`src/rtl/alu_exec_pkg.sv`:
```
package alu_exec_pkg;

   typedef enum logic [4:0] {
      OP_ADD  = 5'd0,
      OP_SUB  = 5'd1,
      OP_AND  = 5'd2,
      OP_OR   = 5'd3,
      OP_XOR  = 5'd4,
      OP_NAND = 5'd5,
      OP_NOR  = 5'd6,
      OP_XNOR = 5'd7,
      OP_SHL  = 5'd8,
      OP_SHR  = 5'd9,
      OP_SGE  = 5'd10,
      OP_SGT  = 5'd11,
      OP_SLE  = 5'd12,
      OP_SLT  = 5'd13,
      OP_SEQ  = 5'd14,
      OP_SNE  = 5'd15,
      OP_MUL  = 5'd16
   } alu_op_e;

   typedef enum logic [2:0] {
      LG_AND  = 3'd0,
      LG_OR   = 3'd1,
      LG_XOR  = 3'd2,
      LG_NAND = 3'd3,
      LG_NOR  = 3'd4,
      LG_XNOR = 3'd5
   } logic_fn_e;

endpackage

```
`src/rtl/alu_operand_sel.sv`:
```
module alu_operand_sel #(
   parameter int DATA_W = 32,
   parameter int IMM_W  = 16
) (
   input  logic [DATA_W-1:0] reg_b_i,
   input  logic [IMM_W-1:0]  imm_i,
   input  logic              use_imm_i,
   output logic [DATA_W-1:0] b_o
);
   localparam int EXT_W = DATA_W - IMM_W;

   logic [DATA_W-1:0] imm_ext;

   generate
      if (EXT_W > 0) begin : g_ext
         assign imm_ext = {{EXT_W{imm_i[IMM_W-1]}}, imm_i};
      end else begin : g_noext
         assign imm_ext = imm_i[DATA_W-1:0];
      end
   endgenerate

   assign b_o = use_imm_i ? imm_ext : reg_b_i;
endmodule

```
`src/rtl/alu_addsub.sv`:
```
module alu_addsub #(
   parameter int DATA_W = 32
) (
   input  logic [DATA_W-1:0] a_i,
   input  logic [DATA_W-1:0] b_i,
   input  logic              sub_i,
   output logic [DATA_W-1:0] sum_o,
   output logic              lt_o,
   output logic              eq_o
);
   localparam int MSB = DATA_W - 1;

   logic [DATA_W-1:0] b_eff;
   logic              ovf;

   assign b_eff = sub_i ? ~b_i : b_i;
   assign sum_o = a_i + b_eff + {{(DATA_W-1){1'b0}}, sub_i};

   // overflow of a subtraction: operand signs differ and result sign differs from A
   assign ovf  = (a_i[MSB] ^ b_i[MSB]) & (sum_o[MSB] ^ a_i[MSB]);
   assign lt_o = sum_o[MSB] ^ ovf;
   assign eq_o = (sum_o == '0);
endmodule

```
`src/rtl/alu_logic.sv`:
```
module alu_logic
   import alu_exec_pkg::*;
#(
   parameter int DATA_W = 32
) (
   input  logic [DATA_W-1:0] a_i,
   input  logic [DATA_W-1:0] b_i,
   input  logic_fn_e         fn_i,
   output logic [DATA_W-1:0] y_o
);
   always_comb begin
      unique case (fn_i)
         LG_AND:  y_o = a_i & b_i;
         LG_OR:   y_o = a_i | b_i;
         LG_XOR:  y_o = a_i ^ b_i;
         LG_NAND: y_o = ~(a_i & b_i);
         LG_NOR:  y_o = ~(a_i | b_i);
         LG_XNOR: y_o = ~(a_i ^ b_i);
         default: y_o = '0;
      endcase
   end
endmodule

```
`src/rtl/alu_shift.sv`:
```
module alu_shift #(
   parameter int DATA_W      = 32,
   parameter int SHIFT_STYLE = 1,   // 0: operator, 1: explicit log stages
   localparam int AMT_W      = $clog2(DATA_W)
) (
   input  logic [DATA_W-1:0] a_i,
   input  logic [AMT_W-1:0]  amt_i,
   input  logic              left_i,
   output logic [DATA_W-1:0] y_o
);
   generate
      if (SHIFT_STYLE == 0) begin : g_op
         assign y_o = left_i ? (a_i << amt_i) : (a_i >> amt_i);
      end else begin : g_barrel
         logic [DATA_W-1:0] stage [AMT_W+1];
         assign stage[0] = a_i;
         for (genvar k = 0; k < AMT_W; k++) begin : g_stage
            localparam int DIST = 1 << k;
            logic [DATA_W-1:0] moved;
            assign moved = left_i ? {stage[k][DATA_W-1-DIST:0], {DIST{1'b0}}}
                                  : {{DIST{1'b0}}, stage[k][DATA_W-1:DIST]};
            assign stage[k+1] = amt_i[k] ? moved : stage[k];
         end
         assign y_o = stage[AMT_W];
      end
   endgenerate
endmodule

```
`src/rtl/alu_mul.sv`:
```
module alu_mul #(
   parameter int DATA_W    = 32,
   parameter int MUL_STYLE = 0,     // 0: operator, 1: partial-product rows
   localparam int PROD_W   = 2 * DATA_W
) (
   input  logic [DATA_W-1:0] a_i,
   input  logic [DATA_W-1:0] b_i,
   output logic [PROD_W-1:0] p_o
);
   logic [PROD_W-1:0] a_ext;
   logic [PROD_W-1:0] b_ext;

   assign a_ext = {{DATA_W{a_i[DATA_W-1]}}, a_i};
   assign b_ext = {{DATA_W{b_i[DATA_W-1]}}, b_i};

   generate
      if (MUL_STYLE == 0) begin : g_op
         assign p_o = $signed(a_ext) * $signed(b_ext);
      end else begin : g_rows
         // the sign row carries negative weight in two's complement
         always_comb begin
            p_o = '0;
            for (int i = 0; i < DATA_W; i++) begin
               if (b_i[i]) begin
                  if (i == DATA_W - 1) p_o = p_o - (a_ext << i);
                  else                 p_o = p_o + (a_ext << i);
               end
            end
         end
      end
   endgenerate
endmodule

```
`src/rtl/alu_exec.sv`:
```
module alu_exec
   import alu_exec_pkg::*;
#(
   parameter int DATA_W      = 32,
   parameter int IMM_W       = 16,
   parameter int SHIFT_STYLE = 1,
   parameter int MUL_STYLE   = 0
) (
   input  logic [4:0]        op_i,
   input  logic              use_imm_i,
   input  logic [DATA_W-1:0] a_i,
   input  logic [DATA_W-1:0] b_i,
   input  logic [IMM_W-1:0]  imm_i,
   output logic [DATA_W-1:0] res_lo_o,
   output logic [DATA_W-1:0] res_hi_o
);
   localparam int AMT_W  = $clog2(DATA_W);
   localparam int PROD_W = 2 * DATA_W;

   generate
      if (IMM_W > DATA_W) begin : g_bad_imm
         $error("alu_exec: IMM_W must not exceed DATA_W");
      end
      if ((1 << AMT_W) != DATA_W) begin : g_bad_w
         $error("alu_exec: DATA_W must be a power of two");
      end
      if (SHIFT_STYLE < 0 || SHIFT_STYLE > 1) begin : g_bad_sh
         $error("alu_exec: SHIFT_STYLE must be 0 or 1");
      end
      if (MUL_STYLE < 0 || MUL_STYLE > 1) begin : g_bad_mul
         $error("alu_exec: MUL_STYLE must be 0 or 1");
      end
   endgenerate

   alu_op_e           op;
   logic [DATA_W-1:0] opb;
   logic [DATA_W-1:0] sum;
   logic              lt;
   logic              eq;
   logic [DATA_W-1:0] lg_y;
   logic [DATA_W-1:0] sh_y;
   logic [PROD_W-1:0] prod;
   logic_fn_e         lg_fn;
   logic              do_sub;
   logic              cmp_hit;

   assign op     = alu_op_e'(op_i);
   assign do_sub = (op != OP_ADD);

   always_comb begin
      unique case (op)
         OP_OR:   lg_fn = LG_OR;
         OP_XOR:  lg_fn = LG_XOR;
         OP_NAND: lg_fn = LG_NAND;
         OP_NOR:  lg_fn = LG_NOR;
         OP_XNOR: lg_fn = LG_XNOR;
         default: lg_fn = LG_AND;
      endcase
   end

   alu_operand_sel #(.DATA_W(DATA_W), .IMM_W(IMM_W)) u_opsel (
      .reg_b_i   (b_i),
      .imm_i     (imm_i),
      .use_imm_i (use_imm_i),
      .b_o       (opb)
   );

   alu_addsub #(.DATA_W(DATA_W)) u_addsub (
      .a_i   (a_i),
      .b_i   (opb),
      .sub_i (do_sub),
      .sum_o (sum),
      .lt_o  (lt),
      .eq_o  (eq)
   );

   alu_logic #(.DATA_W(DATA_W)) u_logic (
      .a_i  (a_i),
      .b_i  (opb),
      .fn_i (lg_fn),
      .y_o  (lg_y)
   );

   alu_shift #(.DATA_W(DATA_W), .SHIFT_STYLE(SHIFT_STYLE)) u_shift (
      .a_i    (a_i),
      .amt_i  (opb[AMT_W-1:0]),
      .left_i (op == OP_SHL),
      .y_o    (sh_y)
   );

   alu_mul #(.DATA_W(DATA_W), .MUL_STYLE(MUL_STYLE)) u_mul (
      .a_i (a_i),
      .b_i (opb),
      .p_o (prod)
   );

   always_comb begin
      unique case (op)
         OP_SGE:  cmp_hit = ~lt;
         OP_SGT:  cmp_hit = ~lt & ~eq;
         OP_SLE:  cmp_hit = lt | eq;
         OP_SLT:  cmp_hit = lt;
         OP_SEQ:  cmp_hit = eq;
         OP_SNE:  cmp_hit = ~eq;
         default: cmp_hit = 1'b0;
      endcase
   end

   always_comb begin
      res_hi_o = '0;
      unique case (op)
         OP_ADD, OP_SUB:                     res_lo_o = sum;
         OP_AND, OP_OR, OP_XOR,
         OP_NAND, OP_NOR, OP_XNOR:           res_lo_o = lg_y;
         OP_SHL, OP_SHR:                     res_lo_o = sh_y;
         OP_SGE, OP_SGT, OP_SLE,
         OP_SLT, OP_SEQ, OP_SNE:             res_lo_o = {{(DATA_W-1){1'b0}}, cmp_hit};
         OP_MUL: begin
            res_lo_o = prod[DATA_W-1:0];
            res_hi_o = prod[PROD_W-1:DATA_W];
         end
         default:                            res_lo_o = '0;
      endcase
   end
endmodule

```
`config.mk`:
```
export PLATFORM = sky130hd
export DESIGN_NAME = alu_exec
export DESIGN_NICKNAME = d
export VERILOG_FILES = /design/src/rtl/alu_exec_pkg.sv /design/src/rtl/alu_operand_sel.sv /design/src/rtl/alu_addsub.sv /design/src/rtl/alu_logic.sv /design/src/rtl/alu_shift.sv /design/src/rtl/alu_mul.sv /design/src/rtl/alu_exec.sv
export SDC_FILE = /design/constraint.sdc
export NUM_CORES = 2
export LEC_CHECK = 0
export BUFFER_PORTS_ARGS = -buffer_cell sky130_fd_sc_hd__buf_2
export CAP_MARGIN = 10
export CORE_ASPECT_RATIO = 1.75
export CORE_MARGIN = 2
export CORE_UTILIZATION = 67
export DETAILED_ROUTE_END_ITERATION = 7
export PLACE_DENSITY_LB_ADDON = 0.05
export SYNTH_ARGS = -nofsm -noshare
export SYNTH_HDL_FRONTEND = slang
export SYNTH_SLANG_ARGS = --single-unit
```
`constraint.sdc`:
```
create_clock -name vclk -period 12.9
set_input_delay 1.29 -clock vclk [all_inputs]
set_output_delay 1.29 -clock vclk [all_outputs]
set_load 0.005 [all_outputs]
```
==> reports/results.ini <==
[outcome]
status = finished, violations left
violations = DRC

[setup_path]
cp_max_fo = 21
critPathKind = primary input to output pin
crit_top_cell = fa_1
slowest_delay_ps = 680
cp-end-kind = output pin
startpoint_type = primary input
critical_path.slowest_cell = a31oi_1
cp.required_ps = 11610
crit_arrival_ps = 11320

[logic_synthesis]
synth_area_leader_cell = fa_1
yosysSeqAreaShare_pct = 0
syn_avg_cell_area_um2 = 8.20
synth_cells = 5283
synth-warning-count = 0
netlist_area_um2 = 43300
synth_top_area_share_pct = 50.0
syn-num-nets = 6731
synth.area.top_cells = fa_1 (50%), inv_1 (9.1%), ha_1 (8.1%)
netlist-cell-type-count = 77

[grt]
grt_pass1_wl_mm = 280
grt_pass1_vias = 44600
track_usage_pct = 58.6
grt_max_degree = 66
antenna_found_initial = 19
grt_overflow_total = 0

[floorplan]
ios = 150
chipWidth_um = 196
die_h_um = 340
start_util_pct = 67.5
rows = 123
core_area_um2 = 64200
die_area_um2 = 66800

[routing]
drc_errors = 3
drt_wl_total_mm = 184
ant_nets = 0
viasPerCell = 6.79
wl_per_cell_um = 30.2
first_pass_iters = 8
num_vias = 41400
drt_iter0_drc = 5660

[timing]
setup_tns_ps = 0
hold_viol_final = 0
post-route-period-util_pct = 97.8
setup_violations = 0
slew_headroom_pct = 1.96
max_freq_mhz = 79.3
drv_slew = 0
tightest_slew_ps = 1470
finalCriticalPeriod_ps = 12610

[place]
io_buffers = 150
dpl.hpwl_mm = 143
gp_congestion = 1.09

[cells_and_area]
seq_cell_count = 0
seqCellArea_um2 = 0
areaGrowthSynthToFinish_pct = 4.71
clock_buffers = 0
final.fill_count = 5204
nNetsFinal = 6725
drive_above_1_share_pct = 7.01
final_cell_mix = fa_1 (1,083), inv_1 (1,042), nor2_1 (729), nand2_1 (691), ha_1 (279)
mostFrequentLayoutCell = fa_1

[worst_hold_path]
hold_path.class = primary input to output pin

[run]
max-cap-violations = 0

[layer usage]
layer,track usage [%],share of wire [%],vias to the layer above
met5,0.726,0.068,-
met4,64.2,16,11
met3,26.6,14,1711
met2,86.1,43,3535
met1,58.4,27,20000
li1,-,-,16100
[cells in the mapped netlist, drive strengths merged, types with 9 or more instances]
cell / instances
a31oi: 54
or3: 10
o221ai: 16
a211oi: 24
o31ai: 12
o21ai: 169
a21o: 65
a22oi: 13
nand3: 59
nand4: 13
xnor2: 76
buf: 52
xor2: 42
ha: 279
fa: 1083
nand2b: 20
a221oi: 28
clkbuf: 260
a22o: 12
mux2i: 49
o22ai: 18
nor3: 41
o21bai: 14
o211ai: 21
nand2: 692
clkinv: 17
nor2: 730
inv: 1048
nor4: 9
and3: 19
o21a: 23
a21oi: 180
nor2b: 10
[final timing paths]
check                  from  slack (ps)            to  cells after the start
setup / recovery  use_imm_i         290  res_hi_o[19]                     32
hold / removal      op_i[3]        3250   res_lo_o[0]                      5
[critical path: cells and delay by family]
kind | cells | cell delay (ps)
compound gates | 6 | 2200
xor+xnor | 1 | 210
fa+ha+maj | 10 | 4280
buf+inv | 9 | 1970
mux | 1 | 280
simple gates | 5 | 1030
[final cells by class]
class	instances	area (µm²)	area share, %
inverter	1065	4000	8.82
tap	812	1020	2.24
timing repair buffer	304	1950	4.30
multi-input combinational	3906	38400	84.6
antenna	13	32.5	0.0717
[cell families after synthesis]
family,Yosys count,share of synthesized area (%)
multiplexers,55,1.32
XOR/XNOR,118,2.38
AO/OA/AOI/OAI,721,10.7
adder cells (fa/ha/maj),1362,58.1
buffers and inverters,1377,11.9
AND/OR/NAND/NOR,1650,15.5
[stage by stage]
stage	hold slack [ps]	area, µm²	setup WS (ps)	utilization (%)	cells
2_1_floorplan	2820	43300	1990	-	5283
3_3_place_gp	3200	45200	962	70.5	6081
3_5_place_dp	3220	45200	814	70.5	6081
4_1_cts	3210	45200	814	70.5	6081
5_1_grt	3260	45300	-42.7	70.7	6088
6_report	3250	45400	286	70.7	6100
[timing repair]
item / 4_1_cts / 5_1_grt
resized for setup: 0 / 2
buffers inserted: 0 / 1
hold buffers: 0 / 0
setup endpoints to repair: 0 / 7
